File: config.mk
export PLATFORM = sky130hd
export DESIGN_NAME = cmd_serial_master
export DESIGN_NICKNAME = d
export VERILOG_FILES = /design/src/rtl/cmd_pkg.sv /design/src/rtl/cmd_decode.sv /design/src/rtl/rb_encode.sv /design/src/rtl/step_timer.sv /design/src/rtl/cmd_serial_master.sv
export SDC_FILE = /design/constraint.sdc
export NUM_CORES = 1
export LEC_CHECK = 0
export ABC_AREA = 1
export ABC_CLOCK_PERIOD_IN_PS = 6300
export CORE_ASPECT_RATIO = 1.2
export CORE_MARGIN = 3
export CORE_UTILIZATION = 45
export DETAILED_ROUTE_END_ITERATION = 7
export PLACE_DENSITY_LB_ADDON = 0.2
export SYNTH_ARGS = -nofsm -noshare
export SYNTH_HDL_FRONTEND = slang
export SYNTH_SLANG_ARGS = --single-unit
File: constraint.sdc
create_clock -name clk_i -period 6.3 [get_ports clk_i]
set_clock_uncertainty 0.2 [all_clocks]
set_input_delay 1.26 -clock clk_i [delete_from_list [all_inputs] [get_ports clk_i]]
set_output_delay 1.26 -clock clk_i [all_outputs]
set_load 0.01 [all_outputs]
File: src/rtl/cmd_pkg.sv
package cmd_pkg;
  localparam int SLOT_W = 16;

  typedef enum logic [2:0] {
    PH_IDLE, PH_LOAD, PH_PRE, PH_BIT, PH_POST, PH_FIN
  } phase_e;

  typedef enum logic [1:0] {
    PRE_NONE, PRE_START, PRE_STOP, PRE_DESEL
  } pre_e;

  typedef struct packed {
    logic skip;
    pre_e pre;
    logic post_stop;
    logic ack_drive;
  } act_t;

  localparam logic [3:0] I2C_START = 4'b0110;
  localparam logic [3:0] I2C_STOP  = 4'b0001;
  localparam logic [3:0] I2C_SKIP  = 4'b0111;
  localparam logic [3:0] SPI_DESEL = 4'b1001;
  localparam logic [3:0] SPI_SKIP  = 4'b1111;
  localparam logic [3:0] FIN_MACK  = 4'b0000;
  localparam logic [3:0] FIN_STOP  = 4'b1001;
endpackage

File: src/rtl/cmd_decode.sv
module cmd_decode
  import cmd_pkg::*;
(
  input  logic       spi_i,
  input  logic [3:0] icom_i,
  input  logic [3:0] fcom_i,
  output act_t       act_o,
  output logic [1:0] npre_o,
  output logic [4:0] nbit_o,
  output logic [1:0] npost_o
);
  always_comb begin
    act_o           = '0;
    act_o.pre       = PRE_NONE;
    act_o.post_stop = (fcom_i == FIN_STOP);
    if (spi_i) begin
      act_o.skip = (icom_i == SPI_SKIP);
      if (icom_i == SPI_DESEL) act_o.pre = PRE_DESEL;
      npre_o  = (act_o.pre == PRE_DESEL) ? 2'd1 : 2'd0;
      nbit_o  = 5'd16;
      npost_o = 2'd1;
    end else begin
      act_o.skip      = (icom_i == I2C_SKIP);
      act_o.ack_drive = (fcom_i == FIN_MACK);
      if (icom_i == I2C_START)     act_o.pre = PRE_START;
      else if (icom_i == I2C_STOP) act_o.pre = PRE_STOP;
      npre_o  = (act_o.pre != PRE_NONE) ? 2'd3 : 2'd0;
      nbit_o  = 5'd18;
      npost_o = act_o.post_stop ? 2'd3 : 2'd0;
    end
  end
endmodule

File: src/rtl/rb_encode.sv
module rb_encode
  import cmd_pkg::*;
(
  input  logic              spi_i,
  input  pre_e              pre_i,
  input  logic [3:0]        fcom_i,
  input  logic              sda_first_i,
  input  logic              ack_low_i,
  input  logic [7:0]        rx_i,
  output logic [SLOT_W-1:0] rd_o
);
  logic [3:0] ini, fin;

  always_comb begin
    if (spi_i) begin
      ini = 4'b0111;
      fin = 4'b1111;
    end else begin
      case (pre_i)
        PRE_START: ini = 4'b0110;
        PRE_STOP:  ini = 4'b0001;
        default:   ini = sda_first_i ? 4'b0111 : 4'b0000;
      endcase
      if (fcom_i == FIN_MACK)      fin = 4'b0000;
      else if (fcom_i == FIN_STOP) fin = ack_low_i ? 4'b0001 : 4'b1001;
      else                         fin = ack_low_i ? 4'b0111 : 4'b1111;
    end
    rd_o = {ini, rx_i, fin};
  end
endmodule

File: src/rtl/step_timer.sv
module step_timer #(
  parameter int HALF = 4
) (
  input  logic clk_i,
  input  logic rst_ni,
  input  logic run_i,
  output logic last_o
);
  localparam int TW = (HALF > 1) ? $clog2(HALF) : 1;

  logic [TW-1:0] cnt_q;

  assign last_o = run_i && (cnt_q == TW'(HALF - 1));

  always_ff @(posedge clk_i or negedge rst_ni) begin
    if (!rst_ni)                cnt_q <= '0;
    else if (!run_i || last_o)  cnt_q <= '0;
    else                        cnt_q <= cnt_q + 1'b1;
  end
endmodule

File: src/rtl/cmd_serial_master.sv
module cmd_serial_master
  import cmd_pkg::*;
#(
  parameter int NSLOT = 3,
  parameter int HALF  = 4
) (
  input  logic                    clk_i,
  input  logic                    rst_ni,
  input  logic                    start_i,
  input  logic                    mode_spi_i,
  input  logic [NSLOT*SLOT_W-1:0] slot_wr_i,
  output logic                    busy_o,
  output logic                    done_o,
  output logic [NSLOT*SLOT_W-1:0] slot_rd_o,
  output logic                    scl_oe_o,
  output logic                    sda_oe_o,
  input  logic                    sda_i,
  output logic                    sck_o,
  output logic                    mosi_o,
  output logic                    csn_o,
  input  logic                    miso_i
);
  localparam int IW = (NSLOT > 1) ? $clog2(NSLOT) : 1;

  phase_e ph_q;
  logic [IW-1:0] slot_q;
  logic [4:0] step_q;
  logic spi_q, sda_first_q, ack_low_q;
  logic [7:0] rx_q;
  logic [NSLOT-1:0][SLOT_W-1:0] wr_q, rd_q;
  logic scl_h, sda_h, sck_h, mosi_h, csn_h;

  logic [SLOT_W-1:0] cur, rb;
  act_t act;
  logic [1:0] npre, npost;
  logic [4:0] nbit, step_end;
  logic t_last, hi, cur_bit, in_bit, ack_now, last_slot;
  logic [3:0] bit_idx;

  assign cur       = wr_q[slot_q];
  assign hi        = step_q[0];
  assign bit_idx   = step_q[4:1];
  assign cur_bit   = (bit_idx < 4'd8) ? cur[4 + 3'(3'd7 - bit_idx[2:0])] : !act.ack_drive;
  assign in_bit    = spi_q ? miso_i : sda_i;
  assign ack_now   = (ph_q == PH_BIT) ? !sda_i : ack_low_q;
  assign last_slot = (slot_q == IW'(NSLOT - 1));
  assign busy_o    = (ph_q != PH_IDLE);
  assign done_o    = (ph_q == PH_FIN);
  assign slot_rd_o = rd_q;

  cmd_decode u_dec (
    .spi_i(spi_q), .icom_i(cur[15:12]), .fcom_i(cur[3:0]),
    .act_o(act), .npre_o(npre), .nbit_o(nbit), .npost_o(npost)
  );

  rb_encode u_rb (
    .spi_i(spi_q), .pre_i(act.pre), .fcom_i(cur[3:0]),
    .sda_first_i(sda_first_q), .ack_low_i(ack_now), .rx_i(rx_q), .rd_o(rb)
  );

  step_timer #(.HALF(HALF)) u_tmr (
    .clk_i(clk_i), .rst_ni(rst_ni),
    .run_i(ph_q == PH_PRE || ph_q == PH_BIT || ph_q == PH_POST),
    .last_o(t_last)
  );

  always_comb begin
    case (ph_q)
      PH_PRE:  step_end = 5'(npre) - 5'd1;
      PH_POST: step_end = 5'(npost) - 5'd1;
      default: step_end = nbit - 5'd1;
    endcase
  end

  // line levels: steps set them, other phases hold
  always_comb begin
    scl_oe_o = scl_h; sda_oe_o = sda_h; sck_o = sck_h; mosi_o = mosi_h; csn_o = csn_h;
    case (ph_q)
      PH_PRE: begin
        if (spi_q) begin
          csn_o = 1'b1; sck_o = 1'b0;
        end else if (act.pre == PRE_START) begin
          scl_oe_o = (step_q == 5'd0); sda_oe_o = (step_q == 5'd2);
        end else begin
          scl_oe_o = (step_q == 5'd0); sda_oe_o = (step_q != 5'd2);
        end
      end
      PH_BIT: begin
        if (spi_q) begin
          sck_o = hi; mosi_o = cur_bit; csn_o = 1'b0;
        end else begin
          scl_oe_o = !hi; sda_oe_o = !cur_bit;
        end
      end
      PH_POST: begin
        if (spi_q) begin
          sck_o = 1'b0; csn_o = act.post_stop;
        end else begin
          scl_oe_o = (step_q == 5'd0); sda_oe_o = (step_q != 5'd2);
        end
      end
      default: ;
    endcase
  end

  always_ff @(posedge clk_i or negedge rst_ni) begin
    if (!rst_ni) begin
      scl_h <= 1'b0; sda_h <= 1'b0; sck_h <= 1'b0; mosi_h <= 1'b0; csn_h <= 1'b1;
    end else begin
      scl_h <= scl_oe_o; sda_h <= sda_oe_o; sck_h <= sck_o; mosi_h <= mosi_o; csn_h <= csn_o;
    end
  end

  always_ff @(posedge clk_i or negedge rst_ni) begin
    if (!rst_ni) begin
      ph_q <= PH_IDLE; slot_q <= '0; step_q <= '0; spi_q <= 1'b0;
      wr_q <= '0; rd_q <= '0; rx_q <= '0; sda_first_q <= 1'b0; ack_low_q <= 1'b0;
    end else begin
      case (ph_q)
        PH_IDLE: if (start_i) begin
          wr_q <= slot_wr_i; spi_q <= mode_spi_i; slot_q <= '0; ph_q <= PH_LOAD;
        end
        PH_LOAD: begin
          sda_first_q <= sda_i;
          step_q      <= '0;
          if (act.skip) begin
            rd_q[slot_q] <= cur;
            if (last_slot) ph_q <= PH_FIN;
            else slot_q <= slot_q + 1'b1;
          end else begin
            ph_q <= (npre != 2'd0) ? PH_PRE : PH_BIT;
          end
        end
        PH_PRE: if (t_last) begin
          if (step_q == step_end) begin step_q <= '0; ph_q <= PH_BIT; end
          else step_q <= step_q + 5'd1;
        end
        PH_BIT: if (t_last) begin
          if (hi && bit_idx < 4'd8) rx_q <= {rx_q[6:0], in_bit};
          else if (hi)              ack_low_q <= !sda_i;
          if (step_q == step_end) begin
            step_q <= '0;
            if (npost != 2'd0) ph_q <= PH_POST;
            else begin
              rd_q[slot_q] <= rb;
              if (last_slot) ph_q <= PH_FIN;
              else begin slot_q <= slot_q + 1'b1; ph_q <= PH_LOAD; end
            end
          end else step_q <= step_q + 5'd1;
        end
        PH_POST: if (t_last) begin
          if (step_q == step_end) begin
            rd_q[slot_q] <= rb;
            if (last_slot) ph_q <= PH_FIN;
            else begin slot_q <= slot_q + 1'b1; ph_q <= PH_LOAD; end
          end else step_q <= step_q + 5'd1;
        end
        PH_FIN:  ph_q <= PH_IDLE;
        default: ph_q <= PH_IDLE;
      endcase
    end
  end

  a_r2_sda_still_scl_high: assert property (@(posedge clk_i) disable iff (!rst_ni)
    (ph_q == PH_BIT && !spi_q && !scl_oe_o && hi) |-> $stable(sda_oe_o));
  a_r6_sck_needs_cs: assert property (@(posedge clk_i) disable iff (!rst_ni)
    sck_o |-> !csn_o);
  a_r10_done_single: assert property (@(posedge clk_i) disable iff (!rst_ni)
    done_o |=> !done_o);
  a_r10_done_in_busy: assert property (@(posedge clk_i) disable iff (!rst_ni)
    done_o |-> busy_o);
endmodule

# Yosys cells after proc, flatten, opt, wreduce, memory -nomap -nowiden
# Cells that the tools add are included.
# word_totals
register_bits,124
word_cells,178
# op_classes
n_addsub,8
order_cmp,4
n_eq_ne,31
n_mux,85
bitwise_logic,1
reduce_logical,30
# op_table
operator,count
48-bit two-way mux,6
48-bit one-hot mux with 3 select lines,1
48-bit bitwise mux,2
3-bit two-way mux,13
2-bit two-way mux,19
16-bit binary-select mux with 2-bit select,1
16-bit demux with 2-bit select,1
16-bit two-way mux,2
4-bit two-way mux,6
1-bit two-way mux,20
5-bit two-way mux,4
8-bit AND reduction,2
3-bit one-hot mux with 5 select lines,1
5-bit one-hot mux with 3 select lines,1
"2-bit by 1-bit != test with 1-bit output, second input constant",7
"4-bit equality test, second input constant",3
5-bit one-hot mux with 2 select lines,1
3-bit nonzero test,3
"2-bit equality test, second input constant",4
"4-bit by 3-bit equality test with 1-bit output, second input constant",2
"2-bit != test, second input constant",4
2-bit one-hot mux with 4 select lines,1
4-bit one-hot mux with 2 select lines,1
4-bit AND reduction,2
other kinds (35),52

# Logic depth before layout (Yosys ltp)
# Gate-level depths: netlist of run 1.
# logic_depth
word_depth,15
ltp_mapped,21
depth_no_buf,19

# Hierarchy
# A second synthesis of run 1 with hierarchy kept.
# unflattened
hier_cells,866
area_unflattened_um2,6725.2
# by_module_without_submodules
module,n_inst,cells_per_inst,area_each_um2
cmd_serial_master,1,782,6258.5
rb_encode,1,33,198.9
cmd_decode,1,41,178.9
step_timer,1,10,88.8

# Least setup slack after synthesis of run 1
# OpenSTA, ideal clock, no wires.
# synth_path
kind,register -> output
from,register slot_q[0]
to,output sda_oe_o
t_arrival_ns,1.918
t_required_ns,4.840
slack_ns,2.922
path_stages_with_launch,12
path_buffers,2
cell_sequence,dfrtp_1 inv_2 buf_6 clkbuf_1 a21oi_1 a22oi_1 a21oi_1 o21ai_0 o2111ai_1 nand2_1 a21oi_1 a21oi_1
# synth_via
elab_chain_len,11
word_cells_on_any_way,23
# synth_lines
item,line,source
from (decl),cmd_serial_master.sv:26,logic [IW-1:0] slot_q;
from (signal assigned),cmd_serial_master.sv:129,else slot_q <= slot_q + 1'b1;
16-bit binary-select mux with 2-bit select *,cmd_serial_master.sv:40,assign cur = wr_q[slot_q];
16-bit two-way mux (not written as such) *,cmd_serial_master.sv:40,
4-bit by 1-bit equality test with 1-bit output,cmd_decode.sv:26,else if (icom_i == I2C_STOP) act_o.pre = PRE_STOP;
2-bit two-way mux,cmd_decode.sv:26,
2-bit two-way mux,cmd_decode.sv:25,if (icom_i == I2C_START) act_o.pre = PRE_START;
2-bit two-way mux,cmd_decode.sv:16,if (spi_i) begin
3-bit two-way mux,cmd_decode.sv:16,
2-bit by 1-bit equality test with 1-bit output,cmd_serial_master.sv:82,end else if (act.pre == PRE_START) begin
1-bit two-way mux,cmd_serial_master.sv:82,
1-bit two-way mux,cmd_serial_master.sv:80,if (spi_q) begin
1-bit one-hot mux with 3 select lines *,cmd_serial_master.sv:78,case (ph_q)
to (decl),cmd_serial_master.sv:16,"output logic sda_oe_o,"
# Mark *: on every way between the ends. The rest lies on a longest branch, timed or not. The select of a mux whose other input is x is not followed.

# Worst setup path after layout of run 1
# Same ends and word-level chain as after synthesis.

==> results of run 1 <==
==> synth_stat cells, drive strengths merged <==
master / count
clkbuf: 16
a22oi: 2
o21ai: 92
dfrtp: 123
o21a: 3
ha: 7
buf: 15
xor2: 3
a31oi: 4
o211ai: 3
nor3b: 2
nor4: 1
mux2: 14
clkinv: 1
nor3: 4
a21oi: 20
nand4: 4
o2111ai: 7
nor2: 43
o221ai: 1
nand3: 78
nand2: 247
dfstp: 1
inv: 83
a41oi: 1
==> logic make-up after synthesis <==
family                   Yosys count  share of synthesized area
AND/OR/NAND/NOR                  379                      0.266
buffers and inverters            115                     0.0817
adder cells (fa/ha/maj)            7                     0.0139
XOR/XNOR                           3                    0.00417
AO/OA/AOI/OAI                    133                      0.117
flip-flops                       124                      0.492
multiplexers                      14                     0.0250
==> critical path, stage by stage (launching register included) <==
cell	delay, ns
dfrtp_1	0.55
inv_2	0.35
nand2_1	0.10
nand3_1	0.08
o21ai_1	0.08
nor2_1	0.22
inv_1	0.07
nor3_1	0.22
inv_1	0.09
nor2_1	0.15
nand2_1	0.07
nand2_1	0.11
a21oi_1	0.08
a21oi_1	0.20
clkdlybuf4s50_1	0.56
==> state kept, by name, indices dropped and copies added, names as in the netlist, 2 cells and up <==
name / cells
u_tmr.cnt_q: 2
ph_q: 3
wr_q: 48
rx_q: 8
slot_rd_o: 48
step_q: 5
slot_q: 2
==> metal layers <==
layer | GRT usage | up-vias
met1 | 0.289 | 2646
met5 | 0 | -
met2 | 0.375 | 171
li1 | - | 2719
met3 | 0.0509 | 17
met4 | 0.0667 | 0
==> layout by cell type (no fill, tap or decap), types with 2 or more instances in the layout <==
cell type / netlist / layout
nor2_4: 2 / 3
clkinvlp_4: 0 / 4
inv_2: 5 / 5
nor2_1: 38 / 37
o2111ai_1: 7 / 7
nor2_2: 2 / 2
dfrtp_1: 123 / 123
inv_4: 2 / 2
inv_1: 76 / 76
clkbuf_16: 0 / 17
o21a_1: 3 / 3
a21oi_1: 19 / 19
nor3b_1: 2 / 2
inv_6: 0 / 2
clkinv_4: 0 / 2
o21ai_0: 90 / 90
a31oi_1: 4 / 4
nand2_1: 240 / 240
nand3_2: 5 / 5
clkdlybuf4s50_1: 0 / 107
nand2_2: 6 / 6
nand3_4: 4 / 4
o211ai_1: 3 / 3
a22oi_1: 2 / 2
ha_1: 7 / 7
nand4_1: 4 / 4
o21ai_1: 2 / 2
nor3_1: 4 / 4
buf_4: 0 / 7
nand3_1: 69 / 69
xor2_1: 3 / 3
clkinv_2: 0 / 5
mux2_2: 14 / 14
==> stage by stage <==
stage	cells	area (um^2)	util	setup slack (ns)	power [W]
after floorplan	775	6310	-	2.92	0.00275
after global placement	1026	7450	0.553	2.07	0.00344
after detailed placement	1026	7450	0.553	1.94	0.00350
after CTS	1058	8010	0.595	1.48	0.00443
after global routing	1058	8010	0.595	1.09	0.00474
final	1058	8010	0.595	1.48	0.00441
==> worst max-delay path by stage <==
| stage | from | cells past startpoint | end | slack, ns |
|---|---|---|---|---|
| finish | slot_q[0] | 14 | sda_oe_o | 1.48 |
| global route | slot_q[0] | 14 | sda_oe_o | 1.09 |
| CTS | slot_q[0] | 14 | sda_oe_o | 1.48 |
| detailed placement | slot_q[0] | 14 | sda_oe_o | 1.94 |
| global placement | slot_q[0] | 14 | sda_oe_o | 2.07 |
| floorplan | slot_q[0] | 11 | sda_oe_o | 2.92 |
==> final cells by class <==
class	count	share of cell area
clock buffers	18	0.0548
clock inverters	14	0.0150
inverters	84	0.0400
multi-input cells	536	0.336
flip-flops and latches	124	0.387
well taps	168	0.0262
repair buffers	114	0.140
==> power breakdown <==
| part | leakage [nW] | total [W] | internal (W) | switching [W] |
|---|---|---|---|---|
| clock network | 0.268 | 0.000914 | 0.000551 | 0.000363 |
| registers | 1.57 | 0.00133 | 0.00114 | 0.000190 |
| logic | 1.94 | 0.00217 | 0.000793 | 0.00138 |
==> summary.md, run 1 <==
| Metric | Value |
|---|---|
| Outcome | finished clean |
| RSZ-0062 raised after global routing | false |
| H-tree levels | 4 |
| Post-route DRC | 0 |
| Total GRT Usage | 0.224 |
| Worst-Margin Slew | 0.983 ns |
| Seq cells post-synth | 124 |
| First-pass iteration count of the detailed router | 6 |
| Max-slew violations | 0 |
| Initial DRC Count | 467 |
| Clock transition at path regs | 0.06 ns |
| CP arrival | 3.36 ns |
| Avg Inst Size Synth | 8.14 um^2 |
| Hold Crit Class | flip-flop to flip-flop |
| Count of final setup violators | 0 |
| Highest Signal Layer | met4 |
| Area share of the largest cell type after synthesis | 0.488 |
| CTS Buf Count | 17 |
| Crit path max fanout | 25 |
| Setup repair bufs after CTS | 0 |
| Hold path depth | 1 |
| Largest net degree at the start of global routing | a little under 80 |
| Initial Util | 0.468 |
| Critical path startpoint category | flip-flop |
| Relative slew slack | 0.345 |
| WL met3 | 849 um |
| Reg2reg end | slot_rd_o[46] |
| Number of fillers in the final layout | 1245 |
| Storage cell area | 3100 um^2 |
| Path depth of the worst reg2reg path | 17 |
| # clock sinks | 124 |
| Leading area contributor after synthesis | dfrtp_1 |
| Inserted Diodes | 0 |
| Worst-Skew Late Latency | 0.42 ns |
| Site Rows | 46 |
| Setup TNS | 0 ns |
| Area contributors post-synth | dfrtp_1 49%, nand2_1 14%, o21ai_0 7.1% |
| Antenna violations before repair | 0 |
| Hold_buf cts | 0 |
| Post-Synthesis Cell Area | 6310 um^2 |
| Wl on met1 | ~7.3 mm |
| First-pass GRT wire length | around 27 mm |
| Pwr Density | between 500 and 600 nW/um^2 |
| Layout area overhead | 27.0% |
| VDD IR max | 0.294 mV |
| Seq/Total Area, Yosys | 0.492 |
| Total gr overflow | 0 |
| Yosys warns | 0 |
| Fin. Hold Viols | 0 |
| CORE AREA | 13500 um^2 |
| Tcrit/Tclk final | 0.765 |
| Die width | 114 um |
| CTS tree | done |
| Multi-input logic area | 2690 um^2 |
| Die height | 136 um |
| HP Start | u_tmr.cnt_q[0] |
| Hold Path Sink | u_tmr.cnt_q[0] |
| Post-Synthesis Cells | 775 |
| Pleak | between 3 and 4 nW |
| Max Clock Freq | roughly 210 MHz |
| Max_cap viols | 0 |
| IO Pins | 109 |
| Die ar. | between 15000 and 20000 um^2 |
| Share of cells above drive strength 1 | 0.0944 |
| Met2 WL | 8.21 mm |
| IO buf count | 108 |
| Root Driver | clkbuf_16 |
| # nets final | roughly 940 |
| CTS Buffer Depth | 2 |
| Placer Congestion | between 0.9 and 1 |
| Vias in the first global route | 5490 |
| Worst hold margin | roughly 0.25 ns |
| R2r setup slk | 2.43 ns |
| Minimum clock period after layout | 4.82 ns |
| Routed WL | 16.6 mm |
| Worst endpoint required time | between 4 and 5 ns |
| Final HPWL DP | 12.4 mm |
| Vias | 5553 |
| Post-synthesis cell type count | 38 |
| FF-to-FF Start | ph_q[1] |
| DR WL/cell | 15.7 um |
| Post-cts repair resize count | 0 |
| Crit. End Element | primary output |
| Post-Synthesis Net Count | 836 |
| Vias/cell | approximately 5.2 |
| Crit path kind | flip-flop to primary output |
| Antenna-violating nets left | 0 |
Power figures use the tool's default switching activity.
==> run 2, diff against run 1 <==
--- a/config.mk
+++ b/config.mk
@@ -6,7 +6,7 @@
 export NUM_CORES = 1
 export LEC_CHECK = 0
 export ABC_AREA = 1
-export ABC_CLOCK_PERIOD_IN_PS = 6300
+export ABC_CLOCK_PERIOD_IN_PS = 4870
 export CORE_ASPECT_RATIO = 1.2
 export CORE_MARGIN = 3
 export CORE_UTILIZATION = 45
==> constraint.sdc (replaced) <==
create_clock -name clk_i -period 4.87 [get_ports clk_i]
set_clock_uncertainty 0.2 [all_clocks]
set_input_delay 0.974 -clock clk_i [delete_from_list [all_inputs] [get_ports clk_i]]
set_output_delay 0.974 -clock clk_i [all_outputs]
set_load 0.01 [all_outputs]
==> summary.md, run 2 (same netlist as run 1, synthesis figures left out) <==
| Metric | Value |
|---|---|
| Max_cap viols | 0 (unchanged) |
| Total GRT Usage | 0.232 (+0.00872) |
| Max Clock Freq | around 230 MHz |
| Pleak | 3.82 nW (+1.0%) |
| Setup repair bufs after CTS | 0 (unchanged) |
| RSZ-0062 raised after global routing | false |
| Worst-Margin Slew | 1.07 ns (+0.0902 ns) |
| # clock sinks | 124 (unchanged) |
| Initial DRC Count | 409 (-12%) |
| Share of cells above drive strength 1 | 0.0983 (+0.00394) |
| Placer Congestion | 0.913 (-3.3%) |
| Total gr overflow | 0 (unchanged) |
| Inserted Diodes | 0 (unchanged) |
| Fin. Hold Viols | 0 (unchanged) |
| Worst hold margin | 0.247 ns (-0.00424 ns) |
| Layout area overhead | 28.1% |
| Crit path kind | flip-flop to primary output |
| Worst-Skew Late Latency | 0.41 ns (about the same) |
| CTS tree | done |
| Worst endpoint required time | 3.70 ns (-1.14 ns) |
| Initial Util | 0.468 (unchanged) |
| Crit. End Element | primary output |
| Die height | 136 um (unchanged) |
| VDD IR max | 0.330 mV (+12%) |
| Die ar. | 15500 um^2 (unchanged) |
| Clock transition at path regs | 0.06 ns (about the same) |
| # nets final | 943 (+0.53%) |
| DR WL/cell | 16.3 um (+3.7%) |
| IO buf count | 108 (unchanged) |
| First-pass GRT wire length | 28.4 mm (+3.9%) |
| Critical path startpoint category | flip-flop |
| Number of fillers in the final layout | 1228 (-1.4%) |
| Worst setup path start | slot_q[0] |
| Count of final setup violators | 0 (unchanged) |
| Most common cell after layout, fill and taps aside | nand2_1 |
| R2r setup slk | 1.39 ns (-1.04 ns) |
| Minimum clock period after layout | 4.43 ns |
| CORE AREA | 13500 um^2 (unchanged) |
| Crit path max fanout | 25 (unchanged) |
| Site Rows | 46 (unchanged) |
| Largest net degree at the start of global routing | 75 (-3.8%) |
| Post-cts repair resize count | 0 (unchanged) |
| HP Start | u_tmr.cnt_q[0] |
| Path depth of the worst reg2reg path | 17 (unchanged) |
| Reg2reg end | slot_rd_o[29] |
| Post-route DRC | 0 (unchanged) |
| Vias in the first global route | 5702 (+3.9%) |
| Hold Crit Class | flip-flop to flip-flop |
| Relative slew slack | 0.283 (-0.0618) |
| H-tree levels | 4 (unchanged) |
| CTS Buf Count | 17 (unchanged) |
| Outcome | finished clean |
| Antenna-violating nets left | 0 (unchanged) |
| Pwr Density | 720 nW/um^2 (+31%) |
| Tcrit/Tclk final | 0.909 |
| Die width | 114 um (unchanged) |
| IO Pins | 109 (unchanged) |
| Setup TNS | 0 ns (unchanged) |
| Vias/cell | 5.32 (+1.4%) |
| First-pass iteration count of the detailed router | 5 (-1) |
| Root Driver | clkbuf_16 |
| Antenna violations before repair | 0 (unchanged) |
| Hold Path Sink | u_tmr.cnt_q[0] |
| CTS Buffer Depth | 2 (unchanged) |
| Vias | 5659 (+1.9%) |
| Max-slew violations | 0 (unchanged) |
| FF-to-FF Start | slot_q[0] |
| Routed WL | 17.3 mm (+4.2%) |
| Hold_buf cts | 0 (unchanged) |
| Most frequent cells in the layout | 240 x nand2_1, 123 x dfrtp_1, 107 x clkdlybuf4s50_1, 90 x o21ai_0, 76 x inv_1 |
| Hold path depth | 1 (unchanged) |
| CP arrival | 3.25 ns (-0.11 ns) |
| Final HPWL DP | 12.8 mm (+3.1%) |
## run 2: cell types whose count changed in the layout (fill, tap and decap cells not counted), sizes merged
cell,delta
buf,+5
bufinv,+1
clkbuf,+1
clkinv,-1
clkinvlp,-1
## run 2: layer usage
metal	routed length, um	GRT usage	up-vias
met5	0	0	-
met4	475	0.0871	0
met3	898	0.0393	37
met2	8510	0.395	193
met1	7410	0.297	2697
li1	-	-	2732
## run 2: how the worst max path moves through the flow
stage	to	slack [ns]	cells after the start
after CTS	sda_oe_o	0.34	14
after global placement	sda_oe_o	0.91	14
final	sda_oe_o	0.44	14
after floorplan	sda_oe_o	1.78	11
after global routing	sda_oe_o	0.10	14
after detailed placement	sda_oe_o	0.80	14
## run 2: report_power, final
group	leakage, nW	internal, W	total (W)	switching, W
sequential	1.57	0.00147	0.00172	0.000251
clock	0.280	0.000769	0.00125	0.000482
combinational	1.97	0.00105	0.00284	0.00180
total	3.82	0.00328	0.00581	0.00253
## run 2: metrics by stage
step / cell area [um^2] / power, W / util / cells / setup slack (ns)
after CTS: 8070 / 0.00583 / 0.599 / 1063 / 0.341
final: 8080 / 0.00581 / 0.600 / 1063 / 0.442
after global routing: 8080 / 0.00625 / 0.600 / 1063 / 0.102
after floorplan: 6310 / 0.00355 / - / 775 / 1.78
after global placement: 7490 / 0.00448 / 0.556 / 1031 / 0.909
after detailed placement: 7490 / 0.00456 / 0.556 / 1031 / 0.795
## run 2: final cells by class
class / count / area [um^2] / area share
sequential: 124 / 3100 / 0.384
multi-input combinational: 536 / 2690 / 0.334
timing repair buffer: 119 / 1160 / 0.144
clock buffer: 19 / 443 / 0.0548
inverter: 84 / 323 / 0.0400
tap: 168 / 210 / 0.0260
clock inverter: 13 / 141 / 0.0175
## run 2: critical path, stage by stage, from the launching register on
cell	delay, ns
dfrtp_1	0.56
inv_4	0.29
nand2_1	0.08
nand3_1	0.07
o21ai_1	0.10
nor2_1	0.23
inv_1	0.06
nor3_1	0.19
inv_1	0.09
nor2_1	0.13
nand2_1	0.06
nand2_1	0.12
a21oi_1	0.07
a21oi_1	0.21
clkdlybuf4s50_1	0.57
